File: src/rtl/secded_pkg.sv
package secded_pkg;

  localparam int unsigned MAX_W = 128;

  function automatic int unsigned popcnt(logic [31:0] v);
    int unsigned n;
    n = 0;
    for (int b = 0; b < 32; b++) n += int'(v[b]);
    return n;
  endfunction

  // Column of data bit idx: odd-weight (>=3) values, by weight then value
  function automatic logic [31:0] data_col(int r, int idx);
    logic [31:0] res;
    int          seen;
    bit          found;
    res   = '0;
    seen  = 0;
    found = 1'b0;
    for (int w = 3; w <= r; w += 2) begin
      for (int v = 1; v < (1 << r); v++) begin
        if (!found && popcnt(32'(v)) == w) begin
          if (seen == idx) begin
            res   = 32'(v);
            found = 1'b1;
          end
          seen++;
        end
      end
    end
    return res;
  endfunction

  // Data bits feeding check row `row`
  function automatic logic [MAX_W-1:0] row_mask(int r, int k, int row);
    logic [MAX_W-1:0] m;
    logic [31:0]      c;
    m = '0;
    for (int j = 0; j < k; j++) begin
      c = data_col(r, j);
      m[j] = c[row];
    end
    return m;
  endfunction

endpackage

File: src/rtl/secded_parity.sv
module secded_parity
  import secded_pkg::*;
#(
  parameter int K = 4,
  parameter int R = 4
) (
  input  logic [K-1:0] data_i,
  output logic [R-1:0] par_o
);
  for (genvar i = 0; i < R; i++) begin : g_row
    localparam logic [MAX_W-1:0] FULL = row_mask(R, K, i);
    localparam logic [K-1:0]     MASK = FULL[K-1:0];
    assign par_o[i] = ^(data_i & MASK);
  end
endmodule

File: src/rtl/secded_corrector.sv
module secded_corrector
  import secded_pkg::*;
#(
  parameter int K = 4,
  parameter int R = 4
) (
  input  logic [R-1:0] syn_i,
  input  logic [K-1:0] rx_data_i,
  output logic [K-1:0] fix_data_o,
  output logic         sec_o,
  output logic         ded_o
);
  logic [K-1:0] flip;
  logic         nonzero;
  logic         odd;

  for (genvar j = 0; j < K; j++) begin : g_bit
    localparam logic [31:0]  FULL = data_col(R, j);
    localparam logic [R-1:0] COL  = FULL[R-1:0];
    assign flip[j] = (syn_i == COL);
  end

  assign nonzero    = |syn_i;
  assign odd        = ^syn_i;
  assign fix_data_o = rx_data_i ^ flip;
  assign sec_o      = nonzero & odd;
  assign ded_o      = nonzero & ~odd;
endmodule

File: src/rtl/secded_codec.sv
module secded_codec #(
  parameter int K = 4,
  parameter int R = 4,
  localparam int N = K + R
) (
  input  logic         clk,
  input  logic         rst_n,
  input  logic [K-1:0] enc_data_i,
  output logic [N-1:0] enc_code_o,
  input  logic         dec_valid_i,
  output logic         dec_ready_o,
  input  logic [N-1:0] dec_code_i,
  output logic         dec_valid_o,
  input  logic         dec_ready_i,
  output logic [K-1:0] dec_data_o,
  output logic         dec_sec_o,
  output logic         dec_ded_o
);
  // Encode path
  logic [R-1:0] enc_chk;

  secded_parity #(.K(K), .R(R)) u_enc_par (
    .data_i (enc_data_i),
    .par_o  (enc_chk)
  );

  assign enc_code_o = {enc_chk, enc_data_i};

  // Decode path
  logic [R-1:0] rx_par;
  logic [R-1:0] syn;
  logic [K-1:0] fix_data;
  logic         fix_sec;
  logic         fix_ded;

  secded_parity #(.K(K), .R(R)) u_dec_par (
    .data_i (dec_code_i[K-1:0]),
    .par_o  (rx_par)
  );

  assign syn = rx_par ^ dec_code_i[N-1:K];

  secded_corrector #(.K(K), .R(R)) u_fix (
    .syn_i      (syn),
    .rx_data_i  (dec_code_i[K-1:0]),
    .fix_data_o (fix_data),
    .sec_o      (fix_sec),
    .ded_o      (fix_ded)
  );

  // Output register stage
  logic         out_v;
  logic [K-1:0] out_data;
  logic         out_sec;
  logic         out_ded;
  logic         take;

  assign dec_ready_o = !out_v || dec_ready_i;
  assign take        = dec_valid_i && dec_ready_o;

  always_ff @(posedge clk) begin
    if (!rst_n) begin
      out_v    <= 1'b0;
      out_data <= '0;
      out_sec  <= 1'b0;
      out_ded  <= 1'b0;
    end else begin
      if (dec_ready_o) out_v <= dec_valid_i;
      if (take) begin
        out_data <= fix_data;
        out_sec  <= fix_sec;
        out_ded  <= fix_ded;
      end
    end
  end

  assign dec_valid_o = out_v;
  assign dec_data_o  = out_data;
  assign dec_sec_o   = out_sec;
  assign dec_ded_o   = out_ded;
endmodule


File: config.mk
export PLATFORM = sky130hd
export DESIGN_NAME = secded_codec
export DESIGN_NICKNAME = d
export VERILOG_FILES = /design/src/rtl/secded_pkg.sv /design/src/rtl/secded_parity.sv /design/src/rtl/secded_corrector.sv /design/src/rtl/secded_codec.sv
export SDC_FILE = /design/constraint.sdc
export NUM_CORES = 1
export LEC_CHECK = 0
export BUFFER_PORTS_ARGS = -buffer_cell sky130_fd_sc_hd__buf_4
export CORE_MARGIN = 2
export CORE_UTILIZATION = 50
export CTS_CLUSTER_DIAMETER = 60
export DETAILED_ROUTE_END_ITERATION = 16
export PLACE_DENSITY = 0.82
export SKIP_LAST_GASP = 1
export SLEW_MARGIN = 20
export SYNTH_ARGS = -nofsm -noshare
export SYNTH_HDL_FRONTEND = slang
export SYNTH_HIERARCHICAL = 1
export SYNTH_SLANG_ARGS = --single-unit
File: constraint.sdc
create_clock -name clk -period 4.5 [get_ports clk]
set_input_delay 0.225 -clock clk [delete_from_list [all_inputs] [get_ports clk]]
set_output_delay 0.225 -clock clk [all_outputs]
set_load 0.03 [all_outputs]
* Word-level counts from Yosys, hierarchy flattened
Cells that the tools add are included.
** Word-level totals
- Input port bits :: 16
- Bits in registers :: 7
- Logic and storage cells :: 26
- Output and inout port bits :: 16
** Cells by class
- Bitwise logic cells :: 5
- Eq/ne operators :: 4
- Reduce and logical (&&, ||, !) cells :: 13
** Operators with widths (count)
- 4-bit XOR reduction :: 9
- 4-bit == test, second input constant :: 3
- 4-bit XOR :: 2
- 4-bit by 3-bit == test with 1-bit output, second input constant :: 1
- 4-bit OR reduction :: 1
- 1-bit bitwise AND :: 2
- 1-bit logical AND :: 1
- 1-bit logical NOT :: 1
- 1-bit logical OR :: 1
- 1-bit inverter :: 1

* Depth between registers and ports, before layout
- Word-level depth :: 5
- Depth in mapped cells :: 8
- Depth with buffers taken out :: 8

* By module
Netlist, hierarchy kept.
** By module, submodules not included
- secded_codec :: cells an instance 40, area each 372.9 um2, times used 1
- secded_parity :: cells an instance 4, area each 102.6 um2, times used 2
- secded_corrector :: cells an instance 23, area each 190.2 um2, times used 1

* Least setup slack after synthesis
OpenSTA, ideal clock, no wires.
- Path type :: input port to flip-flop
- Start :: in dec_code_i[1]
- End :: reg out_ded, in the netlist dec_ded_o
- Arrival :: 1.758 ns
- Path slack :: 2.674 ns
- Setup time :: 0.067 ns
- Buffers on the path :: 0
- Cell stages on the path :: 8
- Path through :: xor3_4 xor2_1 inv_1 ha_1 xnor2_1 a21boi_2 nand4_1 o21ai_2
** On the way
- Word-level cells in the longest chain between the ends :: 5
- Elaborated cells on any way between the ends :: 8
- Those cells by class :: bitwise: 3; reduce/logical: 5
** RTL lines
- from (decl) :: RTL line secded_codec.sv:12 : input logic [N-1:0] dec_code_i,
- 4-bit XOR reduction * :: RTL line secded_parity.sv:13 : assign par_o[i] = ^(data_i & MASK);
- 4-bit XOR * :: RTL line secded_codec.sv:41 : assign syn = rx_par ^ dec_code_i[N-1:K];
- via syn[0] :: RTL line secded_codec.sv:31 : logic [R-1:0] syn;
- 4-bit XOR reduction :: RTL line secded_corrector.sv:24 : assign odd = ^syn_i;
- 1-bit inverter :: RTL line secded_corrector.sv:27 : assign ded_o = nonzero & ~odd;
- 1-bit bitwise AND * :: RTL line secded_corrector.sv:27
- via fix_ded :: RTL line secded_codec.sv:34 : logic fix_ded;
- to (signal assigned) :: RTL line secded_codec.sv:72 : out_ded <= fix_ded;
- to (decl) :: RTL line secded_codec.sv:55 : logic out_ded;
The timed path passes the listed nets; every way through them passes the cells marked *.
A chain may end at the register's enable or synchronous reset.

* Final worst setup path
- Start :: in dec_code_i[1]
- End :: reg out_ded, in the netlist dec_ded_o
** On the way
- Word-level cells in the longest chain between the ends :: 5
- Elaborated cells on any way between the ends :: 8
- Those cells by class :: bitwise: 3; reduce/logical: 5
** RTL lines
- 4-bit XOR reduction * :: RTL line secded_parity.sv:13
- via rx_par[0] :: RTL line secded_codec.sv:30 : logic [R-1:0] rx_par;
- 4-bit XOR * :: RTL line secded_codec.sv:41
- via syn[0] :: RTL line secded_codec.sv:31
- 4-bit XOR reduction :: RTL line secded_corrector.sv:24
- 1-bit inverter :: RTL line secded_corrector.sv:27
- 1-bit bitwise AND * :: RTL line secded_corrector.sv:27
- via fix_ded :: RTL line secded_codec.sv:34
Marks and branches as above.

==> summary.md <==
| Metric | Value |
|---|---|
| Filler Cell Count | 136 |
| Overall die width | 43.20 um |
| Portion of the clock cycle consumed by the worst path in the final layout | 40.05% |
| Clock network power share | 18.4% |
| Synthesized cell area | 768.2 sq um |
| Area enclosed by the die boundary | 1866 sq um |
| Post-layout instance area | 996.0 sq um |
| Minimum clock period | 1.802 ns |
| Crit start category | primary input |
| Area share of and/or/nand/nor cells after synthesis | 12.70% |
| Clock latency reported for the late side of the worst-skew pair | 0.26 ns |
| Achievable Freq | 554.9 MHz |
| First-pass detailed-route iteration total | 2 |
| Die height | 43.20 um |
| Worst path top cell family by delay | XOR/XNOR gates |
| Top area cells in the synthesized netlist | sky130_fd_sc_hd__dfxtp_1 18%, sky130_fd_sc_hd__xor3_4 14%, sky130_fd_sc_hd__ha_1 13% |
| Clock buffers created by TritonCTS | 3 |
| Clk buf depth | 2 |
| Critical path required time | 4.69 ns |
| Ratio of total power to cell area | 312.9 nW/um^2 |
| Final setup violation count | 0 |
| Max Slew Vio Count | 0 |
| Maximum net fanout on the critical path | 4 |
| Cells after synthesis | 71 |
| Synth cell types | 19 |
| Number of buffers added to fix hold violations after cts | 0 |
| Multiplexer area fraction after synthesis | 0% |
| Net count after synthesis | 95 |
| IR drop worst, VDD | 197.1 uV |
| Switch Pwr | 0.0001200 W |
| Commonest non-fill, non-tap cells in the layout | 31 x sky130_fd_sc_hd__buf_4, 10 x sky130_fd_sc_hd__nand2_1, 8 x sky130_fd_sc_hd__ha_1, 7 x sky130_fd_sc_hd__dfxtp_1 |
| Pin count of the biggest net entering global routing | 14 |
| Overflow left after global routing | 0 |
| I/O Buffers | 31 |
| Final weighted congestion of routability-driven global placement | 0.7135 |
| DP Wirelength | 1.162 mm |
| Syn_area_per_cell | 10.82 sq um |
| Global router's overall resource usage | 15.55% |
| Setup repair after global routing missed its margin | false |
| Hold WS | 0.2648 ns |
| Yosys synthesis warning count | 6 |
| Setup Skew | 0.008160 ns |
| MaxCap Viol Count | 0 |
| Largest family of logic cells by synthesized area | XOR/XNOR gates |
| Vias post-DR | 576 |
| Count of buffers added by post-CTS timing repair for setup | 0 |
| CP max-delay cell | sky130_fd_sc_hd__xor3_4 |
| Worst min path class | primary input to register |
| Global-route wire length before repair | 2.152 mm |
| Final Hold Viols | 0 |
| CTS clk-pin slew, worst paths | 0.06 ns |
| TritonCTS clock tree | yes |
| Leading cell type in the layout, fill and taps excluded | sky130_fd_sc_hd__buf_4 |
| Area share of fa/ha/maj cells after synthesis | 13.03% |
| Synthesized-area fraction occupied by xor and xnor cells | 36.97% |
| Clock tree sinks | 7 |
| Post-synthesis compound-gate area fraction | 9.935% |
| Per-cell routed wire length | 11.81 um |
| Synthesis-to-layout area growth | 29.64% |
| Cell Int Power | 0.0001917 W |
| Number of DRC violations after detailed-routing iteration 0 | 11 |
| Area share of the largest cell type after synthesis | 18.24% |
| Fraction of the yosys area taken by sequential cells | 18.24% |
| Outcome | finished clean |
| Final Util | 67.69% |
| Total detailed-routing wirelength | 1.358 mm |
| Max transition margin | 82.44% |
| Number of remaining DRC errors | 0 |
| Antenna violations before repair | 0 |
| Power share of the combinational group | 57.1% |
| Number of rows created at floorplan | 14 |
| Cells traversed along the worst timing path | buf_4 > xor3_4 > xor2_1 > inv_1 > ha_1 > xnor2_1 > a21boi_2 > nand4_1 > o21ai_2 |
| Number of H-tree levels | 1 |
| Core area | 1471 sq um |
| Vias in the first global route | 580 |
| Ports | 32 |
| Slew @ Worst Pin | 0.2625 ns |
| Setup_tns | 0 ns |
| CP arrival | 1.99 ns |
| Flop pwr share | 24.5% |
| Number of storage elements in the synthesis netlist | 7 |
| Class of the most critical setup path | primary input to register |
| Reg-to-reg slack, setup | 3.62 ns |
| Critical Path End Type | register |
| Post-detailed-placement cell area | 969.7 sq um |
| Worst-case setup margin in the final layout | 2.698 ns |
| Cell chosen for the clock root | sky130_fd_sc_hd__clkbuf_4 |
| Share of final-layout standard cells stronger than drive strength 1 | 47.47% |
| Max stage delay on crit path | 0.48 ns |
| Vias per Instance | 5.009 |
| Area leader, netlist | sky130_fd_sc_hd__dfxtp_1 |
| Minimum setup slack after placement | 2.420 ns |
| Buffers & Inverters on Critical Path | 2 |
| Post-detailed-route count of antenna-violating nets | 0 |
| Final net count | 124 |
| Final antenna diode count | 0 |
| Net switching share of the total power | 38.49% |
| LEAKAGE | 0.5238 nW |
| Starting density of the core | 52.21% |
| Resized cells post-CTS | 0 |
[worst min-delay path: cells and delay by family]
family,cells,cell delay (ns)
AOI/OAI and AO/OA,1,0.06
buffers and inverters,2,0.19
[synthesized netlist by cell type]
master / n
sky130_fd_sc_hd__o21ai_2: 6
sky130_fd_sc_hd__buf_6: 1
sky130_fd_sc_hd__nand2b_4: 1
sky130_fd_sc_hd__ha_1: 8
sky130_fd_sc_hd__a21oi_1: 1
sky130_fd_sc_hd__a21boi_2: 1
sky130_fd_sc_hd__dfxtp_1: 7
sky130_fd_sc_hd__clkbuf_2: 1
sky130_fd_sc_hd__xor3_1: 4
sky130_fd_sc_hd__buf_4: 4
sky130_fd_sc_hd__nand4_1: 6
sky130_fd_sc_hd__xor2_1: 4
sky130_fd_sc_hd__a21boi_0: 1
sky130_fd_sc_hd__xor3_4: 4
sky130_fd_sc_hd__and2_4: 1
sky130_fd_sc_hd__buf_2: 1
sky130_fd_sc_hd__nand2_1: 10
sky130_fd_sc_hd__inv_1: 5
sky130_fd_sc_hd__xnor2_1: 5
[per-stage QoR]
| stage | std cells | power, W |
|---|---|---|
| after CTS | 115 | 0.0003164 |
| after floorplan | 71 | 0.0002079 |
| final | 115 | 0.0003117 |
| after global placement | 111 | 0.0002528 |
| after detailed placement | 111 | 0.0002574 |
| after global routing | 115 | 0.0003327 |
[registers in the layout, indices dropped and copies added, names as in the netlist]
name and cells:
dec_data_o 4, dec_ded_o 1, dec_sec_o 1, dec_valid_o 1
[power by group through the flow]
| stage | sequential (W) | combinational, W | clock, W |
|---|---|---|---|
| 5_1_grt | 0.0000770 | 0.000191 | 0.0000643 |
| 3_3_place_gp | 0.0000768 | 0.000176 | 0 |
| 2_1_floorplan | 0.0000946 | 0.000113 | 0 |
| 6_report | 0.0000762 | 0.000178 | 0.0000575 |
| 4_1_cts | 0.0000758 | 0.000181 | 0.0000600 |
| 3_5_place_dp | 0.0000770 | 0.000180 | 0 |
[layout make-up]
type / count / area [sq um] / area share (%)
Inverter: 5 / 18.77 / 1.884
Tap cell: 16 / 20.02 / 2.010
Timing Repair Buffer: 31 / 232.7 / 23.37
Clock buffer: 4 / 26.28 / 2.638
Sequential cell: 7 / 140.1 / 14.07
Multi-Input combinational cell: 52 / 558.0 / 56.03
[path summary, 6_finish.rpt]
check	end	from	depth (start not counted)
worst max register to register	dec_data_o[2]	dec_valid_o	3
worst max-delay path	dec_ded_o	dec_code_i[1]	9
worst min-delay path	dec_valid_o	dec_valid_i	3
worst min register to register	dec_data_o[1]	dec_data_o[1]	2
[per-layer routing]
| metal | routed length, um | vias up | GRT usage (%) |
|---|---|---|---|
| met5 | 0 | - | 0 |
| met4 | 0 | 0 | 3.636 |
| met3 | 101 | 0 | 6.809 |
| met2 | 745 | 18 | 29.25 |
| met1 | 511 | 267 | 15.26 |
| li1 | - | 291 | - |
[logic make-up after synthesis]
| kind of cell | Yosys count |
|---|---|
| buffers and inverters | 12 |
| AOI/OAI and AO/OA | 9 |
| xor gates and xnor gates | 17 |
| DFF | 7 |
| and+or+nand+nor | 18 |
| adders and majority gates | 8 |
No activity file was read; power rests on OpenSTA's default activity.
